==> src/rtl/irq_swap_pkg.sv <==
`timescale 1ns/1ps
package irq_swap_pkg;
  localparam int PSW_W  = 64;
  localparam int WORD_W = 32;

  typedef enum logic [2:0] {
    CLS_MCHK = 3'd0,
    CLS_PGM  = 3'd1,
    CLS_SVC  = 3'd2,
    CLS_EXT  = 3'd3,
    CLS_IO   = 3'd4,
    CLS_NONE = 3'd7
  } irqClass_e;

  localparam int NUM_CLS = 5;

  typedef enum logic [1:0] {
    PH_WR_HI = 2'd0,
    PH_WR_LO = 2'd1,
    PH_RD_HI = 2'd2,
    PH_RD_LO = 2'd3
  } swapPhase_e;

  typedef struct packed {
    logic       idle;
    logic       start;
    logic       latchHi;
    logic       loadNew;
    swapPhase_e phase;
  } swapStrobe_t;

  // Vector index of status-word bit n (bit 0 is the most significant).
  function automatic int pb(input int n);
    return PSW_W - 1 - n;
  endfunction

  function automatic logic [7:0] oldSlot(input irqClass_e c);
    case (c)
      CLS_EXT:  return 8'h18;
      CLS_SVC:  return 8'h20;
      CLS_PGM:  return 8'h28;
      CLS_MCHK: return 8'h30;
      CLS_IO:   return 8'h38;
      default:  return 8'h00;
    endcase
  endfunction

  function automatic logic [7:0] newSlot(input irqClass_e c);
    return oldSlot(c) + 8'h40;
  endfunction
endpackage

==> src/rtl/irq_swap_arb.sv <==
`timescale 1ns/1ps
module irq_swap_arb #(
  parameter int N = 5
) (
  input  logic [N-1:0] enabled,
  output logic [N-1:0] grantOh,
  output logic         anyEnabled
);
  logic [N:0] higher;
  assign higher[0] = 1'b0;

  for (genvar i = 0; i < N; i++) begin : g_pick
    assign higher[i+1] = higher[i] | enabled[i];
    assign grantOh[i]  = enabled[i] & ~higher[i];
  end

  assign anyEnabled = higher[N];
endmodule

==> src/rtl/irq_swap_ctrl.sv <==
`timescale 1ns/1ps
module irq_swap_ctrl
  import irq_swap_pkg::*;
(
  input  logic        clk,
  input  logic        rstN,
  input  logic        atBoundary,
  input  logic        anyEnabled,
  input  logic        memAck,
  output swapStrobe_t strobe,
  output logic        memReq,
  output logic        memWe,
  output logic        busy,
  output logic        swapDone
);
  logic       active;
  swapPhase_e phase;
  logic       startNow;
  logic       lastAck;

  assign startNow = !active && atBoundary && anyEnabled;
  assign lastAck  = active && memAck && (phase == PH_RD_LO);

  always_ff @(posedge clk) begin
    if (!rstN) begin
      active   <= 1'b0;
      phase    <= PH_WR_HI;
      swapDone <= 1'b0;
    end else begin
      swapDone <= lastAck;
      if (startNow) begin
        active <= 1'b1;
        phase  <= PH_WR_HI;
      end else if (active && memAck) begin
        if (phase == PH_RD_LO) active <= 1'b0;
        else phase <= swapPhase_e'(phase + 2'd1);
      end
    end
  end

  assign memReq = active;
  assign memWe  = active && (phase == PH_WR_HI || phase == PH_WR_LO);
  assign busy   = active;

  always_comb begin
    strobe.idle    = !active;
    strobe.start   = startNow;
    strobe.latchHi = active && memAck && (phase == PH_RD_HI);
    strobe.loadNew = lastAck;
    strobe.phase   = phase;
  end

  assert_done_follows_busy_R8: assert property (@(posedge clk) disable iff (!rstN)
    swapDone |-> $past(busy));
endmodule

==> src/rtl/irq_swap_path.sv <==
`timescale 1ns/1ps
module irq_swap_path
  import irq_swap_pkg::*;
#(
  parameter logic [PSW_W-1:0] RESET_PSW = '0,
  parameter int               ADDR_W    = 24,
  parameter int               CH_DIRECT = 6
) (
  input  logic              clk,
  input  logic              rstN,
  input  swapStrobe_t       strobe,
  input  logic              pswWr,
  input  logic [PSW_W-1:0]  pswWrData,
  input  logic              mchkReq,
  input  logic              pgmReq,
  input  logic [7:0]        pgmCode,
  input  logic [1:0]        pgmIlc,
  input  logic              svcReq,
  input  logic [7:0]        svcNum,
  input  logic [1:0]        svcIlc,
  input  logic [7:0]        extReq,
  input  logic              ioReq,
  input  logic [15:0]       ioDevAddr,
  input  logic [WORD_W-1:0] memRdata,
  output logic [PSW_W-1:0]  curPsw,
  output logic              anyEnabled,
  output logic [ADDR_W-1:0] memAddr,
  output logic [WORD_W-1:0] memWdata
);
  localparam int IC_HI  = pb(16);
  localparam int IC_LO  = pb(31);
  localparam int ILC_HI = pb(32);
  localparam int ILC_LO = pb(33);

  logic              mchkPend, pgmPend, svcPend, ioPend;
  logic [7:0]        pgmCodeR, svcNumR, extPend;
  logic [1:0]        pgmIlcR, svcIlcR;
  logic [15:0]       ioDevR;
  logic [PSW_W-1:0]  psw, oldWord;
  logic [WORD_W-1:0] newHi;
  irqClass_e         servCls, winCls;
  logic [NUM_CLS-1:0] enabled, grantOh;
  logic              ioEn, pgmOk;
  logic [15:0]       winCode;
  logic [1:0]        winIlc;

  // Program-mask filter on arrival.
  always_comb begin
    case (pgmCode)
      8'h08:   pgmOk = psw[pb(36)];
      8'h0A:   pgmOk = psw[pb(37)];
      8'h0D:   pgmOk = psw[pb(38)];
      8'h0E:   pgmOk = psw[pb(39)];
      default: pgmOk = 1'b1;
    endcase
  end

  // Channel mask: direct bit for low channels, shared bit above.
  always_comb begin
    int ch;
    ch = int'(ioDevR[15:8]);
    if (ch < CH_DIRECT) ioEn = psw[PSW_W-1-ch];
    else                ioEn = psw[PSW_W-1-CH_DIRECT];
  end

  always_comb begin
    enabled = '0;
    enabled[CLS_MCHK] = mchkPend && psw[pb(13)];
    enabled[CLS_PGM]  = pgmPend;
    enabled[CLS_SVC]  = svcPend;
    enabled[CLS_EXT]  = (|extPend) && psw[pb(7)];
    enabled[CLS_IO]   = ioPend && ioEn;
  end

  irq_swap_arb #(.N(NUM_CLS)) u_arb (
    .enabled   (enabled),
    .grantOh   (grantOh),
    .anyEnabled(anyEnabled)
  );

  always_comb begin
    winCls = CLS_NONE;
    for (int i = NUM_CLS - 1; i >= 0; i--)
      if (grantOh[i]) winCls = irqClass_e'(i);
  end

  always_comb begin
    winCode = 16'h0000;
    winIlc  = 2'b00;
    case (winCls)
      CLS_PGM: begin winCode = {8'h00, pgmCodeR}; winIlc = pgmIlcR; end
      CLS_SVC: begin winCode = {8'h00, svcNumR};  winIlc = svcIlcR; end
      CLS_EXT: winCode = {8'h00, extPend};
      CLS_IO:  winCode = ioDevR;
      default: ;
    endcase
  end

  logic clrM, clrP, clrS, clrE, clrI;
  assign clrM = strobe.loadNew && servCls == CLS_MCHK;
  assign clrP = strobe.loadNew && servCls == CLS_PGM;
  assign clrS = strobe.loadNew && servCls == CLS_SVC;
  assign clrE = strobe.loadNew && servCls == CLS_EXT;
  assign clrI = strobe.loadNew && servCls == CLS_IO;

  always_ff @(posedge clk) begin
    if (!rstN) begin
      mchkPend <= 1'b0;
      pgmPend  <= 1'b0;
      svcPend  <= 1'b0;
      ioPend   <= 1'b0;
      extPend  <= '0;
      pgmCodeR <= '0;
      pgmIlcR  <= '0;
      svcNumR  <= '0;
      svcIlcR  <= '0;
      ioDevR   <= '0;
    end else begin
      mchkPend <= mchkReq | (mchkPend & ~clrM);
      extPend  <= (clrE ? 8'h00 : extPend) | extReq;

      if (clrP) pgmPend <= 1'b0;
      if (pgmReq && pgmOk && (!pgmPend || clrP)) begin
        pgmPend  <= 1'b1;
        pgmCodeR <= pgmCode;
        pgmIlcR  <= pgmIlc;
      end

      if (clrS) svcPend <= 1'b0;
      if (svcReq && (!svcPend || clrS)) begin
        svcPend <= 1'b1;
        svcNumR <= svcNum;
        svcIlcR <= svcIlc;
      end

      if (clrI) ioPend <= 1'b0;
      if (ioReq && (!ioPend || clrI)) begin
        ioPend <= 1'b1;
        ioDevR <= ioDevAddr;
      end
    end
  end

  always_ff @(posedge clk) begin
    if (!rstN) begin
      psw     <= RESET_PSW;
      oldWord <= '0;
      newHi   <= '0;
      servCls <= CLS_NONE;
    end else begin
      if (strobe.start) begin
        servCls <= winCls;
        oldWord <= psw;
        oldWord[IC_HI:IC_LO]   <= winCode;
        oldWord[ILC_HI:ILC_LO] <= winIlc;
      end
      if (strobe.latchHi) newHi <= memRdata;
      if (strobe.loadNew) psw <= {newHi, memRdata};
      else if (pswWr && strobe.idle && !strobe.start) psw <= pswWrData;
    end
  end

  always_comb begin
    logic [7:0] slot;
    case (strobe.phase)
      PH_WR_HI: slot = oldSlot(servCls);
      PH_WR_LO: slot = oldSlot(servCls) + 8'h04;
      PH_RD_HI: slot = newSlot(servCls);
      default:  slot = newSlot(servCls) + 8'h04;
    endcase
    memAddr  = ADDR_W'(slot);
    memWdata = (strobe.phase == PH_WR_HI) ? oldWord[PSW_W-1:WORD_W] :
               (strobe.phase == PH_WR_LO) ? oldWord[WORD_W-1:0] : '0;
  end

  assign curPsw = psw;

  assert_masked_io_held_R3: assert property (@(posedge clk) disable iff (!rstN)
    (ioPend && !enabled[CLS_IO]) |=> ioPend);
endmodule

==> src/rtl/irq_status_swap.sv <==
`timescale 1ns/1ps
module irq_status_swap
  import irq_swap_pkg::*;
#(
  parameter logic [63:0] RESET_PSW = 64'h0,
  parameter int          ADDR_W    = 24,
  parameter int          CH_DIRECT = 6
) (
  input  logic              clk,
  input  logic              rstN,
  input  logic              atBoundary,
  input  logic              pswWr,
  input  logic [63:0]       pswWrData,
  output logic [63:0]       curPsw,
  input  logic              mchkReq,
  input  logic              pgmReq,
  input  logic [7:0]        pgmCode,
  input  logic [1:0]        pgmIlc,
  input  logic              svcReq,
  input  logic [7:0]        svcNum,
  input  logic [1:0]        svcIlc,
  input  logic [7:0]        extReq,
  input  logic              ioReq,
  input  logic [15:0]       ioDevAddr,
  output logic              intPending,
  output logic              busy,
  output logic              swapDone,
  output logic              memReq,
  output logic              memWe,
  output logic [ADDR_W-1:0] memAddr,
  output logic [31:0]       memWdata,
  input  logic              memAck,
  input  logic [31:0]       memRdata
);
  swapStrobe_t strobe;
  logic        anyEnabled;

  irq_swap_ctrl u_ctrl (
    .clk       (clk),
    .rstN      (rstN),
    .atBoundary(atBoundary),
    .anyEnabled(anyEnabled),
    .memAck    (memAck),
    .strobe    (strobe),
    .memReq    (memReq),
    .memWe     (memWe),
    .busy      (busy),
    .swapDone  (swapDone)
  );

  irq_swap_path #(
    .RESET_PSW(RESET_PSW),
    .ADDR_W   (ADDR_W),
    .CH_DIRECT(CH_DIRECT)
  ) u_path (
    .clk       (clk),
    .rstN      (rstN),
    .strobe    (strobe),
    .pswWr     (pswWr),
    .pswWrData (pswWrData),
    .mchkReq   (mchkReq),
    .pgmReq    (pgmReq),
    .pgmCode   (pgmCode),
    .pgmIlc    (pgmIlc),
    .svcReq    (svcReq),
    .svcNum    (svcNum),
    .svcIlc    (svcIlc),
    .extReq    (extReq),
    .ioReq     (ioReq),
    .ioDevAddr (ioDevAddr),
    .memRdata  (memRdata),
    .curPsw    (curPsw),
    .anyEnabled(anyEnabled),
    .memAddr   (memAddr),
    .memWdata  (memWdata)
  );

  assign intPending = anyEnabled && !busy;

  assert_write_old_slot_R5: assert property (@(posedge clk) disable iff (!rstN)
    (memReq && memWe) |-> (memAddr >= ADDR_W'(8'h18) && memAddr < ADDR_W'(8'h40)));

  assert_read_new_slot_R5: assert property (@(posedge clk) disable iff (!rstN)
    (memReq && !memWe) |-> (memAddr >= ADDR_W'(8'h58) && memAddr < ADDR_W'(8'h80)));

  assert_req_held_R6: assert property (@(posedge clk) disable iff (!rstN)
    (memReq && !memAck) |=> (memReq && $stable(memAddr) && $stable(memWe)));

  assert_psw_frozen_R8: assert property (@(posedge clk) disable iff (!rstN)
    (busy && $past(busy)) |-> $stable(curPsw));

  assert_start_gated_R9: assert property (@(posedge clk) disable iff (!rstN)
    $rose(busy) |-> ($past(atBoundary) && $past(anyEnabled)));
endmodule

==> config.mk <==
export PLATFORM = sky130hd
export DESIGN_NAME = irq_status_swap
export DESIGN_NICKNAME = d
export VERILOG_FILES = /design/src/rtl/irq_swap_pkg.sv /design/src/rtl/irq_swap_arb.sv /design/src/rtl/irq_swap_ctrl.sv /design/src/rtl/irq_swap_path.sv /design/src/rtl/irq_status_swap.sv
export SDC_FILE = /design/constraint.sdc
export NUM_CORES = 1
export LEC_CHECK = 0
export BUFFER_PORTS_ARGS = -buffer_cell sky130_fd_sc_hd__buf_2
export CORE_MARGIN = 3
export CORE_UTILIZATION = 46
export CTS_CLUSTER_SIZE = 30
export DETAILED_ROUTE_END_ITERATION = 8
export PLACE_DENSITY_LB_ADDON = 0.2
export SLEW_MARGIN = 20
export SYNTH_ARGS = -nofsm -noshare
export SYNTH_HDL_FRONTEND = slang
export SYNTH_SLANG_ARGS = --single-unit
==> constraint.sdc <==
create_clock -name clk -period 1.9 [get_ports clk]
set_input_delay 0.38 -clock clk [delete_from_list [all_inputs] [get_ports clk]]
set_output_delay 0.38 -clock clk [all_outputs]
set_load 0.005 [all_outputs]
* Word-level counts from Yosys, hierarchy flattened *
Index checks and enable logic that the tools add are counted.

word-level totals
  register bits = 215
  output and inout bits = 125
  logic and storage cells = 132

cells by class
  add/subtract/negate cells = 6
  order comparisons = 2
  eq/ne operators = 15
  muxes and demuxes = 31
  bitwise logic cells = 18
  reduce and logical (&&, ||, !) cells = 43

operator list
  operator                                             count
  two-way mux 64 bit                                   2
  two-way mux 32 bit                                   2
  case mux 16 bit (4 select lines)                     1
  == test 8 x 4 -> 1 bit, second input constant        4
  < comparator 32 x 8 -> 1 bit, second input constant  1
  two-way mux 8 bit                                    4
  case mux 6 bit (5 select lines)                      1
  case mux 8 bit (3 select lines)                      1
  logical AND 1 bit                                    21
  adder 8 x 3 -> 8 bit, second input constant          2
  adder 8 x 7 -> 8 bit, second input constant          2
  == test 3 x 2 -> 1 bit, second input constant        4
  two-way mux 1 bit                                    12
  two-way mux 3 bit                                    4
  nonzero test 2 bit                                   6
  subtractor 6 x 8 -> 9 bit, first input constant      1
  < comparator 8 x 3 -> 1 bit, second input constant   1
  OR 8 bit                                             1
  OR reduction 8 bit                                   1
  NOT 1 bit                                            7
  binary-select mux 1 bit (select 6 bit)               1
  == test 3 x 1 -> 1 bit, second input constant        2
  == test 3 bit, second input constant                 2
  bitwise AND 1 bit                                    5
  14 further kinds                                     27

* Logic depth before layout (Yosys ltp) *
  depth in word-level cells = 14
  depth in mapped cells = 8
  mapped depth without buffers = 6

* By module *
From an unflattened synthesis, not the netlist that was laid out.

second synthesis, totals
  cell total of the unflattened synthesis = 978
  area, all modules = 9781.9 µm²

modules (own cells, without submodules)
  module           times used  cells each  area an instance (µm²)  seq. area each (µm²)
  irq_swap_path    1           941         9455.3                  4224.1
  irq_swap_ctrl    1           29          257.7                   80.1
  irq_swap_arb     1           7           55.1                    0.0
  irq_status_swap  1           1           13.8                    0.0

* Worst setup path after synthesis *
Ideal clock, no wire load.

  kind = flip-flop to flip-flop
  start point = reg u_path.ioDevR[8]
  end point = reg u_path.servCls[0]
  arrival time = 1986 ps
  setup slack = -203 ps
  stages on the path, launching flop included = 9
  buffers on the path = 2
  cell sequence = dfxtp_1 mux4_2 a2bb2oi_2 o211ai_4 a21bo_2 and2_1 buf_6 buf_4 a21oi_1

between the ends
  cells in the longest elaborated chain, start to end = 12

RTL lines
  item                                                   line                  text
  start, declared                                        irq_swap_path.sv:38   logic [15:0] ioDevR;
  start signal, assigned                                 irq_swap_path.sv:139  ioDevR <= ioDevAddr;
  subtractor 6 x 8 -> 9 bit                              irq_swap_path.sv:62   if (ch < CH_DIRECT) ioEn = psw[PSW_W-1-ch];
  binary-select mux 1 bit (select 6 bit)                 irq_swap_path.sv:62
  two-way mux 1 bit (not written as such) (2 in series)  irq_swap_path.sv:62
  two-way mux 1 bit (*)                                  irq_swap_path.sv:62
  logical AND 1 bit (*)                                  irq_swap_path.sv:72   enabled[CLS_IO] = ioPend && ioEn;
  bitwise AND 1 bit                                      irq_swap_arb.sv:14    assign grantOh[i] = enabled[i] & ~higher[i];
  two-way mux 2 bit                                      irq_swap_path.sv:84   if (grantOh[i]) winCls = irqClass_e'(i);
  two-way mux 3 bit (4 in series)                        irq_swap_path.sv:84
  end signal, assigned                                   irq_swap_path.sv:152  servCls <= winCls;
  end, declared                                          irq_swap_path.sv:41   irqClass_e servCls, winCls;

Every way passes the cells marked *; elsewhere a longest branch is shown, timed or not. The select of a mux whose other input is x is not followed.
A chain may end at the register's enable or synchronous reset.

* Final worst setup path *
  start point = reg u_path.ioDevR[8]
  end point = reg u_path.oldWord[12]

between the ends
  cells in the longest elaborated chain, start to end = 8

RTL lines
  item                                                   line                  text
  subtractor 6 x 8 -> 9 bit                              irq_swap_path.sv:62
  binary-select mux 1 bit (select 6 bit)                 irq_swap_path.sv:62
  two-way mux 1 bit (not written as such) (2 in series)  irq_swap_path.sv:62
  two-way mux 1 bit (*)                                  irq_swap_path.sv:62
  logical AND 1 bit (*)                                  irq_swap_path.sv:72
  OR 1 bit (*)                                           irq_swap_arb.sv:13    assign higher[i+1] = higher[i] | enabled[i];
  logical AND 1 bit (*)                                  irq_swap_ctrl.sv:21   assign startNow = !active && atBoundary && anyEnabled;
  end signal, assigned                                   irq_swap_path.sv:153  oldWord <= psw;
  end signal, assigned by index                          irq_swap_path.sv:154  oldWord[IC_HI:IC_LO] <= winCode;
  end signal, assigned by index                          irq_swap_path.sv:155  oldWord[ILC_HI:ILC_LO] <= winIlc;
  end, declared                                          irq_swap_path.sv:39   logic [PSW_W-1:0] psw, oldWord;

Marked as above.

==> reports/metrics.yaml <==
outcome: "complete, but fails checks"
violations: "negative setup slack"
clock_latency_ns: 0.52
hold_class: "input pin to flop"
routed_via_density: 5.84
place_ws_ns: -0.388
yosysMostFrequentCell: "nand2_1"
grt-ovfl-total: 0
yosys-top-cells-area: "dfxtp_1 49%, nand2_1 12%, a22o_1 6.2%"
routedWlPerCell_um: 21.8
crit_arrival_ns: 2.98
final_hold_viol_count: 0
synth_area_per_cell_um2: 8.43
wl_met1_mm: 14.0
p_leak_nw: 6.03
cts.sinks: 215
synth_largest_area_cell: "dfxtp_1"
min_period_over_period: 1.33
initial_core_util: 0.478
grt_util_all_layers: 0.319
post-route-worst-setup-slack_ns: -0.630
final_util: 0.752
port-buffer-count: 254
setup_viol: 183
finalInstanceArea_um2: 13800
netlist_area_um2: 8760
drc_errors: 0
ys_top_cells_by_count: "271 x nand2_1, 215 x dfxtp_1, 98 x o21ai_0, 64 x a31oi_1, 62 x a22o_1"
hold_buffers: 0
met2WireLength_mm: 16.7
rsz0062_at_grt: "true"
ys_types: 48
grt_pass1_vias: 8935
wl_met3_mm: 3.60
antenna_found_initial: 7
htreeDepth: 1
postSynthCellCount: 1040
synth_warnings: 0
synth_edf_count: 0
crit_required_ns: 2.35
cts_tree: "built"
die_w_um: 144
num_vias: 9554
post_dp_cell_area_um2: 10700
synth_top_cell_area_share: 0.491
synth_seq_area_share: 0.491
numCtsBuffers: 23
synth_flop_cell: "dfxtp_1"
cts_buffer_depth: 3
tns_ns: -86.48
setup.worst_path.start_class: "flop"
gp_congestion: 0.900
rows: 49
drtIter0Drc: 936
report.final.slew_viol_count: 0
nNetsFinal: 1539
max_slew_margin: 0.623
clock-root-buffer: "clkbuf_16"
powerDensity_nw_per_um2: 853
dieArea_um2: 20700
grt_pass1_wl_mm: 51.3
ir_drop_mv: 0.713
drive_gt1_frac: 0.447
clk_pin_slew_ns: 0.07
finalClockSkew_ns: 0.0197
syn2layout_area_growth_pct: 57.2
path_max_fanout: 7
highest_layer: "met5"
grt_max_degree: 80
io_pins: 274
die_y_um: 144
place_hpwl_mm: 20.8
ant_nets: 0
tightest_slew_ns: 0.562
core_um2: 18300
dr.pass1.iters: 5
ys_async_sr_fraction: 0
design_power_total_mw: 11.8
critPathKind: "flop to flop"
min_period_ns: 2.53
timing.fmax_mhz: 395
synth-seq-cells: 215
fillers: 1230
end_kind: "flop"
drv_cap: 0
wl_mm: 35.7
## cells by family (layout without fill, tap and decap cells)
group,count (synthesis),after routing,share of synthesized area
simple gates,358,358,0.161
compound gates,315,315,0.234
flops,215,215,0.491
buf+inv,108,451,0.0620
mux,38,38,0.0448
fa+ha+maj,4,4,0.00571
other cells,1,24,0.000428
xor+xnor,1,1,0.000999
## stage by stage
| stage | hold WS (ns) | instances |
|---|---|---|
| floorplan | 0.432 | 1058 |
| global placement | 0.439 | 1521 |
| detailed placement | 0.444 | 1521 |
| CTS | 0.0815 | 1632 |
| global route | 0.0938 | 1633 |
| finish | 0.0745 | 1635 |
## critical path, cell delays in order (launching register included)
cell       delay, ns
dfxtp_4         0.37
mux4_2          0.57
a2bb2oi_4       0.18
o211ai_4        0.26
buf_6           0.15
buf_12          0.10
a21bo_4         0.12
and2_4          0.22
buf_12          0.13
buf_12          0.10
buf_12          0.11
a22o_1          0.14
## final timing paths
check	start	end	slack, ns	cells past startpoint
worst max register to register	u_path.ioDevR[8]	u_path.oldWord[12]	-0.63	11
worst min register to register	u_path.newHi[19]	u_path.newHi[19]	0.45	2
worst min-delay path	extReq[0]	u_path.extPend[0]	0.07	3
worst max-delay path	u_path.ioDevR[8]	u_path.oldWord[12]	-0.63	11
## layout by cell type, fill, tap and decap left out, types with 6 or more instances in the layout
master     count
a21oi_1       47
a21oi_2        7
a222oi_1       8
a22o_1        62
a31oi_1       61
buf_12        32
buf_16        20
buf_2        251
buf_4         61
buf_6         34
clkbuf_1       6
clkbuf_16     24
clkbuf_8       7
conb_1        19
dfxtp_1      211
mux2i_1       37
nand2_1      168
nand2_2       52
nand2_4       51
nor2_1        56
o21ai_0       65
o21ai_2       20
o21ai_4       13
o2bb2ai_2      7
## repair_timing
action                     4_1_cts  5_1_grt
setup endpoints to repair      173      209
setup buffers                   46       17
pin swaps                      133       73
gates cloned                    31        1
resized for setup              260      127
## final cells by class
type / count / area (µm²) / share of cell area
Antenna cell: 5 / 12.5 / 0.000908
Clock buffer: 36 / 694 / 0.0504
Clock inverter: 4 / 23.8 / 0.00173
Inverter: 7 / 31.3 / 0.00227
Multi-Input combinational cell: 735 / 5020 / 0.365
Sequential cell: 215 / 4320 / 0.313
Tap cell: 229 / 287 / 0.0208
Timing Repair Buffer: 404 / 3390 / 0.246
## power breakdown
group / internal, mW / switching (mW)
clock network: 2.50 / 1.82
logic: 1.26 / 1.19
registers: 4.73 / 0.248
total: 8.49 / 3.26
## flip-flops by register name, indices dropped and copies added, names as in the netlist, 3 cells and up
| register | cells |
|---|---|
| u_path.servCls | 3 |
| u_path.pgmCodeR | 8 |
| u_path.ioDevR | 16 |
| u_path.oldWord | 64 |
| u_path.newHi | 32 |
| u_path.svcNumR | 8 |
| u_path.curPsw | 64 |
| u_path.extPend | 8 |
## metal layers
layer  vias to the layer above  track usage
met4                         8        0.117
met2                       563        0.510
met1                      4545        0.418
met5                         -            0
met3                       119       0.0847
li1                       4319            -
Note: power is estimated with default switching activity, not from simulation.
